$ cat src/rtl/spg_pkg.sv
`timescale 1ns/1ps
package spg_pkg;
   localparam int unsigned SPG_MIN_W = 2;

   typedef enum logic {
      SPG_WRAP = 1'b0,
      SPG_SAT  = 1'b1
   } spg_cnt_mode_e;

   function automatic logic spg_level(input logic act, input logic pol);
      return act ? pol : ~pol;
   endfunction
endpackage

$ cat src/rtl/spg_timebase.sv
`timescale 1ns/1ps
module spg_timebase #(
   parameter int unsigned PIX_W = 8,
   parameter int unsigned LINE_W = 10,
   parameter spg_pkg::spg_cnt_mode_e PIX_MODE = spg_pkg::SPG_SAT
) (
   input  logic              clk,
   input  logic              rst_n,
   input  logic              hsync,
   input  logic              vsync,
   output logic [PIX_W-1:0]  pix_q,
   output logic [LINE_W-1:0] line_q
);
   localparam logic [PIX_W-1:0]  PIX_MAX  = '1;
   localparam logic [LINE_W-1:0] LINE_MAX = '1;

   logic [PIX_W-1:0]  pix_inc;
   logic [LINE_W-1:0] line_inc;

   generate
      if (PIX_MODE == spg_pkg::SPG_SAT) begin : g_pix_sat
         assign pix_inc = (pix_q == PIX_MAX) ? pix_q : pix_q + 1'b1;
      end else begin : g_pix_wrap
         assign pix_inc = pix_q + 1'b1;
      end
   endgenerate

   assign line_inc = (line_q == LINE_MAX) ? line_q : line_q + 1'b1;

   always_ff @(posedge clk or negedge rst_n) begin
      if (!rst_n) begin
         pix_q  <= '0;
         line_q <= '0;
      end else if (vsync) begin
         pix_q  <= '0;
         line_q <= '0;
      end else if (hsync) begin
         pix_q  <= '0;
         line_q <= line_inc;
      end else begin
         pix_q  <= pix_inc;
      end
   end
endmodule

$ cat src/rtl/spg_shadow.sv
`timescale 1ns/1ps
module spg_shadow #(
   parameter int unsigned PIX_W = 8,
   parameter int unsigned LINE_W = 10,
   parameter int unsigned CNT_W = 8
) (
   input  logic              clk,
   input  logic              rst_n,
   input  logic              hsync,
   input  logic              vsync,
   input  logic [LINE_W-1:0] line_q,
   input  logic [LINE_W-1:0] sg_line,
   input  logic              stg_pol,
   input  logic [PIX_W-1:0]  stg_set,
   input  logic [PIX_W-1:0]  stg_clr,
   input  logic [CNT_W-1:0]  stg_cnt,
   input  logic              stg_sup,
   output logic              load,
   output logic              pol_s,
   output logic [PIX_W-1:0]  on_s,
   output logic [PIX_W-1:0]  off_s,
   output logic [CNT_W-1:0]  rem_q
);
   // the strobe that closes the sense-gate line opens the first string line
   assign load = hsync && !vsync && (line_q == sg_line);

   always_ff @(posedge clk or negedge rst_n) begin
      if (!rst_n) begin
         pol_s <= 1'b1;
         on_s  <= '0;
         off_s <= '0;
      end else if (load) begin
         pol_s <= stg_pol;
         on_s  <= stg_set;
         off_s <= stg_clr;
      end
   end

   always_ff @(posedge clk or negedge rst_n) begin
      if (!rst_n) begin
         rem_q <= '0;
      end else if (vsync) begin
         rem_q <= '0;
      end else if (load) begin
         rem_q <= stg_sup ? '0 : stg_cnt;
      end else if (hsync && (rem_q != '0)) begin
         rem_q <= rem_q - 1'b1;
      end
   end
endmodule

$ cat src/rtl/spg_edge.sv
`timescale 1ns/1ps
module spg_edge #(
   parameter int unsigned PIX_W = 8
) (
   input  logic             clk,
   input  logic             rst_n,
   input  logic             hsync,
   input  logic             vsync,
   input  logic             line_en,
   input  logic [PIX_W-1:0] pix_q,
   input  logic [PIX_W-1:0] on_s,
   input  logic [PIX_W-1:0] off_s,
   input  logic             pol_s,
   output logic             act_q,
   output logic             sub_out
);
   always_ff @(posedge clk or negedge rst_n) begin
      if (!rst_n) begin
         act_q <= 1'b0;
      end else if (hsync || vsync || !line_en) begin
         act_q <= 1'b0;
      end else if (pix_q == off_s) begin
         act_q <= 1'b0;
      end else if (pix_q == on_s) begin
         act_q <= 1'b1;
      end
   end

   assign sub_out = spg_pkg::spg_level(act_q, pol_s);
endmodule

$ cat src/rtl/shutter_pulse_gen.sv
`timescale 1ns/1ps
module shutter_pulse_gen #(
   parameter int unsigned PIX_W = 8,
   parameter int unsigned LINE_W = 10,
   parameter int unsigned CNT_W = 8,
   parameter spg_pkg::spg_cnt_mode_e PIX_MODE = spg_pkg::SPG_SAT
) (
   input  logic              clk,
   input  logic              rst_n,
   input  logic              hsync,
   input  logic              vsync,
   input  logic              cfg_pol,
   input  logic [PIX_W-1:0]  cfg_tog_set,
   input  logic [PIX_W-1:0]  cfg_tog_clr,
   input  logic [CNT_W-1:0]  cfg_pulse_cnt,
   input  logic              cfg_suppress,
   input  logic [LINE_W-1:0] cfg_sg_line,
   output logic              sub_out
);
   generate
      if (PIX_W < spg_pkg::SPG_MIN_W) begin : g_bad_pix
         $error("shutter_pulse_gen: PIX_W below minimum");
      end
      if (LINE_W < spg_pkg::SPG_MIN_W) begin : g_bad_line
         $error("shutter_pulse_gen: LINE_W below minimum");
      end
      if (CNT_W < 1) begin : g_bad_cnt
         $error("shutter_pulse_gen: CNT_W must be at least 1");
      end
   endgenerate

   logic [PIX_W-1:0]  pix_q;
   logic [LINE_W-1:0] line_q;
   logic              load_w;
   logic              pol_s;
   logic [PIX_W-1:0]  on_s;
   logic [PIX_W-1:0]  off_s;
   logic [CNT_W-1:0]  rem_q;
   logic              line_en;
   logic              act_q;

   spg_timebase #(.PIX_W(PIX_W), .LINE_W(LINE_W), .PIX_MODE(PIX_MODE)) u_tb (
      .clk(clk), .rst_n(rst_n), .hsync(hsync), .vsync(vsync),
      .pix_q(pix_q), .line_q(line_q)
   );

   spg_shadow #(.PIX_W(PIX_W), .LINE_W(LINE_W), .CNT_W(CNT_W)) u_shadow (
      .clk(clk), .rst_n(rst_n), .hsync(hsync), .vsync(vsync),
      .line_q(line_q), .sg_line(cfg_sg_line),
      .stg_pol(cfg_pol), .stg_set(cfg_tog_set), .stg_clr(cfg_tog_clr),
      .stg_cnt(cfg_pulse_cnt), .stg_sup(cfg_suppress),
      .load(load_w), .pol_s(pol_s), .on_s(on_s), .off_s(off_s), .rem_q(rem_q)
   );

   assign line_en = (rem_q != '0);

   spg_edge #(.PIX_W(PIX_W)) u_edge (
      .clk(clk), .rst_n(rst_n), .hsync(hsync), .vsync(vsync),
      .line_en(line_en), .pix_q(pix_q), .on_s(on_s), .off_s(off_s),
      .pol_s(pol_s), .act_q(act_q), .sub_out(sub_out)
   );
endmodule

$ cat config.mk
export PLATFORM = sky130hd
export DESIGN_NAME = shutter_pulse_gen
export DESIGN_NICKNAME = d
export VERILOG_FILES = /design/src/rtl/spg_pkg.sv /design/src/rtl/spg_timebase.sv /design/src/rtl/spg_shadow.sv /design/src/rtl/spg_edge.sv /design/src/rtl/shutter_pulse_gen.sv
export SDC_FILE = /design/constraint.sdc
export NUM_CORES = 1
export LEC_CHECK = 0
export CAP_MARGIN = 5
export CORE_AREA = 2 2 70 72
export DETAILED_ROUTE_END_ITERATION = 10
export DIE_AREA = 0 0 72 74
export DONT_BUFFER_PORTS = 1
export PLACE_DENSITY_LB_ADDON = 0.05
export SLEW_MARGIN = 20
export SYNTH_ARGS = -nofsm -noshare
export SYNTH_HDL_FRONTEND = slang
export SYNTH_SLANG_ARGS = --single-unit
$ cat constraint.sdc
create_clock -name clk -period 2.4 [get_ports clk]
set_input_delay 0.72 -clock clk [delete_from_list [all_inputs] [get_ports clk]]
set_output_delay 0.72 -clock clk [all_outputs]
set_load 0.05 [all_outputs]
[Word-level counts from Yosys, hierarchy flattened]
Index checks and enable logic that the tools add are counted.
Storage, ports and cells
  register bits after elaboration: 44
  logic and storage cells: 44
  output and inout port bits: 1
Cells by class
  reduce and logical (&&, ||, !) cells: 12
  muxes and demuxes: 14
  $add $sub $neg: 3
  equal/unequal tests: 7
  bitwise gates (word level): 1
Operators by type and width (number)
  8-bit 2-to-1 mux: 7
  10-bit 2-to-1 mux: 3
  8-bit == test: 2
  10-bit by 1-bit adder with 10-bit output (second input constant): 1
  10-bit == test: 1
  10-bit == test (second input constant): 1
  8-bit by 1-bit adder with 8-bit output (second input constant): 1
  8-bit == test (second input constant): 1
  8-bit nonzero test: 1
  8-bit by 1-bit subtractor with 8-bit output (second input constant): 1
  3-bit nonzero test: 2
  1-bit 2-to-1 mux: 4
  1-bit logical AND: 3
  3-bit inequality test (second input constant): 1
  1-bit zero test: 2
  1-bit logical OR: 2
  2-bit inequality test (second input constant): 1
  2-bit AND reduction: 1
  2-bit nonzero test: 1
  1-bit inverter: 1

[Logic depth before layout (Yosys ltp)]
  depth in word-level cells: 5
  gate-level depth with buffers: 7

[Modules after synthesis]
Synthesis repeated with hierarchy kept, for this count alone.
Unflattened totals
  cells, all modules: 263
  area total of the unflattened synthesis: 2768.9 um^2
By module, submodules not included
  spg_shadow: area each 1436.4 um^2, times used 1, seq. area each 626.9 um^2, cells an instance 123
  spg_timebase: area each 1097.3 um^2, times used 1, seq. area each 450.4 um^2, cells an instance 111
  spg_edge: area each 219.0 um^2, times used 1, seq. area each 25.0 um^2, cells an instance 26
  shutter_pulse_gen: area each 16.3 um^2, times used 1, seq. area each 0.0 um^2, cells an instance 3

[Worst setup path after synthesis]
Ideal clock, no wire load.
  path kind: input to register
  from: input vsync
  to: register u_shadow.off_s[7]
  data arrival time: 2.031 ns
  data required time: 2.273 ns
  path slack: 0.241 ns
  setup time: 0.127 ns
  path buffers: 3
  stages: 7
  cells stage by stage: buf_6 nand2b_1 nor4_2 and3_1 buf_6 buf_12 mux2_1
On the way
  word-level cells in the longest chain between the ends: 3
RTL lines
  start: declaration: line shutter_pulse_gen.sv:11  | input logic vsync,
  1-bit zero test: line spg_shadow.sv:25  | assign load = hsync && !vsync && (line_q == sg_line);
  1-bit logical AND (2 in a row): line spg_shadow.sv:25
  end signal: assignment: line spg_shadow.sv:35  | off_s <= stg_clr;
  end: declaration: line spg_shadow.sv:21  | output logic [PIX_W-1:0] off_s,
Every way passes these cells.
A chain may end at the register's enable or synchronous reset.

[Final worst setup path]
  from: register u_tb.line_q[3]
  to: register u_shadow.on_s[3]
On the way
  word-level cells in the longest chain between the ends: 2
RTL lines
  start: declaration: line spg_timebase.sv:12  | output logic [LINE_W-1:0] line_q
  start signal: assignment: line spg_timebase.sv:39  | line_q <= line_inc;
  10-bit == test: line spg_shadow.sv:25
  1-bit logical AND: line spg_shadow.sv:25
  end signal: assignment: line spg_shadow.sv:34  | on_s <= stg_set;
  end: declaration: line spg_shadow.sv:20  | output logic [PIX_W-1:0] on_s,
Every way passes these cells.

==> reports/qor.yml <==
cells_and_area:
  fin_cells: 302
  multi_input_area_um2: 1456
  fill_cells: 405
  syn_to_final_growth_pct: 5.483
  postLayoutCellArea_um2: 2816
  nets: 291
  drive_gt1_share_pct: 14.52
  final_cell_mix: "dfrtp_1, xor2_1, nor2_1, nand2_1"
  n_antenna_cell: 0
  mostFrequentLayoutCell: "dfrtp_1"
  regArea_um2: 1102
yosys:
  synth_top_family_by_area: "simple AND/OR/NAND/NOR gates"
  synth_area_um2: 2670
  yosysWarnings: 0
  synthAdderAreaFrac_pct: 1.874
  synth-seq-cells: 44
  avgSynthCellArea_um2: 10.72
  synthXorXnorAreaFrac_pct: 11.81
  synth_nets: 293
  yosys_most_used_dff: "dfrtp_1"
  ys_seq_area_share_pct: 41.28
  synth-edff-count: 0
  synthSimpleGateAreaFrac_pct: 17.43
  async_reset_ff_share_pct: 100.0
  ys_types: 56
  synth-compound-area-share_pct: 11.39
  muxShareOfSynthArea_pct: 12.04
  synthCells: 249
sta:
  hold_violations: 0
  drv_slew: 0
  setup-tns-final_ns: 0
  max_clock_freq_mhz: 521.7
  max-slew-margin-rel_pct: 51.68
  setup_viol: 0
  finClkSkew_ns: 0.004094
  worst_pin_slew_ns: 0.7188
  period_needed_ns: 1.917
  fin_crit_sh_pct: 79.87
  rsz0062_at_grt: "no"
setup_path:
  worstPathRequired_ns: 2.59
  path_class: "flip-flop to flip-flop"
  critPathBufInv: 1
  worstSetupStartpointType: "flip-flop"
  path_delay_family: "simple AND/OR/NAND/NOR gates"
  cp-end-kind: "flip-flop"
  crit_arrival_ns: 2.10
  critPathSlowestCell: "dfrtp_1"
  path_max_fanout: 25
  slowest_delay_ns: 0.47
  path_cells: "xor2_1 > nor4_1 > and3_1 > buf_12 > mux2_2"
clock_tree:
  clock_latency_ns: 0.29
  clk_pin_slew_ns: 0.08
  clkSinkCount: 44
  hold_buffers: 0
  cts_buffers: 5
  ctsResizeCount: 0
  cts_tree: "yes"
  clk_path_buf_depth: 2
  post_cts_buffers: 0
  cts-root-buf: "clkbuf_8"
  htree_levels: 2
place:
  dpl.hpwl_mm: 3.599
  dp_cells: 294
  placed_area_um2: 2684
  portBuffers: 0
  place.gp.congestion: 0.8379
routing:
  viasPerCell: 6.185
  ant_nets: 0
  wire_per_inst_um: 16.98
  num_vias: 1868
  drt-total-wl_mm: 5.127
  dr.pass1.iters: 4
  drt_iter0_markers: 121
  drc_errors: 0
power_and_ir_drop:
  peakVddDrop_mv: 0.3925
  switching_share_pct: 29.58
  power_density_nw_per_um2: 745.1
  p_int_uw: 1478
  power_frac_seq_pct: 42.6
  p_leak_uw: 0.001291
  power_frac_comb_pct: 25.4
  p_clk_share_pct: 32.0
  power_switching_uw: 620.8
worst_hold_path:
  min_path_type: "primary input to asynchronous set/reset pin"
floorplanning:
  start_util_pct: 58.07
  core_area_um2: 4598
  row_count: 25
  dieArea_um2: 5328
  dieHeight_um: 74
  fp.dieW_um: 72
  io_pins: 41
outcome:
  status: "finished clean"
global_route:
  antenna_found_initial: 0
  gr-total-overflow: 0
  grt_max_degree: 45
  grt_pass1_wl_mm: 8.569
  grt_pass1_vias: 1898
  grt.total_usage_pct: 20.57
run:
  drv_cap: 0
## per-layer routing
layer  GRT usage, %  up-vias  share of wire, %  wire length [µm]
li1               -      895                 -                 -
met2          33.85       45                48              2442
met5              0        -                 0                 0
met3          5.420        9               5.7               290
met4          7.128        0               1.2                61
met1          26.62      919                45              2332
## cells in the mapped netlist (all sizes together) (2+ instances only)
| cell type | number | area [µm²] |
|---|---|---|
| nor3 | 7 | 45.04 |
| nor4b | 2 | 17.52 |
| a21o | 2 | 15.01 |
| o311ai | 3 | 26.28 |
| clkbuf | 9 | 33.78 |
| nor2 | 17 | 63.81 |
| a41oi | 2 | 17.52 |
| xor2 | 26 | 227.7 |
| o21ai | 7 | 35.03 |
| buf | 4 | 62.56 |
| nand4 | 5 | 31.28 |
| nand3b | 2 | 15.01 |
| mux2 | 19 | 251.5 |
| and4 | 2 | 17.52 |
| a31oi | 2 | 12.51 |
| nor4 | 6 | 50.04 |
| nand2 | 16 | 60.06 |
| dfrtp | 43 | 1076 |
| or2 | 2 | 12.51 |
| mux2i | 7 | 70.07 |
| nand2b | 2 | 12.51 |
| o21bai | 2 | 15.01 |
| inv | 4 | 15.01 |
| o211a | 2 | 20.02 |
| and3 | 5 | 31.28 |
| a21oi | 8 | 40.04 |
| ha | 4 | 50.05 |
| nor3b | 2 | 20.02 |
| a211o | 3 | 26.28 |
| xnor2 | 10 | 87.58 |
| and2 | 2 | 12.51 |
| o21a | 2 | 15.01 |
| o2111ai | 2 | 17.52 |
| nand3 | 3 | 15.01 |
## path summary, 6_finish.rpt
check | start | end | depth (start not counted) | slack [ns]
max | u_tb.line_q[3]$_DFFE_PN0P_ | u_shadow.on_s[3]$_DFFE_PN0N_ | 5 | 0.48
min | rst_n | u_shadow.rem_q[7]$_DFFE_PN0P_ | 0 | 0.11
max reg2reg | u_tb.line_q[3]$_DFFE_PN0P_ | u_shadow.on_s[3]$_DFFE_PN0N_ | 5 | 0.48
min reg2reg | u_shadow.off_s[7]$_DFFE_PN0N_ | u_shadow.off_s[7]$_DFFE_PN0N_ | 1 | 0.52
max in group asynchronous | rst_n | u_shadow.pol_s$_DFFE_PN1N_ | 0 | 2.12
min in group clk | vsync | u_tb.line_q[7]$_DFFE_PN0P_ | 1 | 0.48
## cells by family after synthesis
| group | Yosys count |
|---|---|
| multiplexers | 26 |
| adder cells (fa/ha/maj) | 4 |
| AND/OR/NAND/NOR | 80 |
| XOR/XNOR | 36 |
| AO/OA/AOI/OAI | 42 |
| buffers and inverters | 17 |
| flip-flops | 44 |
## cell type report
class	count	share of cell area [%]
clock buffers	6	2.577
repair buffers	4	1.510
inverters	4	0.5331
flip-flops and latches	44	39.14
multi-input cells	188	51.71
well taps	54	2.399
clock inverters	2	2.132
## metrics by stage
stage / hold slack (ns) / util [%] / setup slack (ns) / power (µW)
2_1_floorplan: 0.4244 / - / 0.2414 / 1329
3_3_place_gp: 0.4255 / 58.37 / 0.2564 / 1403
3_5_place_dp: 0.4257 / 58.37 / 0.2154 / 1437
4_1_cts: 0.1026 / 61.25 / 0.4792 / 2111
5_1_grt: 0.08892 / 61.25 / 0.3338 / 2218
6_report: 0.1102 / 61.25 / 0.4830 / 2099
## sequential cells by signal, indices dropped and copies added, names as in the netlist
name / count
u_shadow.pol_s: 1
u_edge.act_q: 1
u_shadow.rem_q: 8
u_shadow.on_s: 8
u_tb.pix_q: 8
u_tb.line_q: 10
u_shadow.off_s: 8
## power by group through the flow
stage	Combinational, µW	Clock (µW)	Sequential, µW
6_report	532	672	894
5_1_grt	601	710	907
4_1_cts	534	685	893
3_5_place_dp	531	0	907
3_3_place_gp	503	0	899
2_1_floorplan	447	0	882
Power figures use the tool's default switching activity.
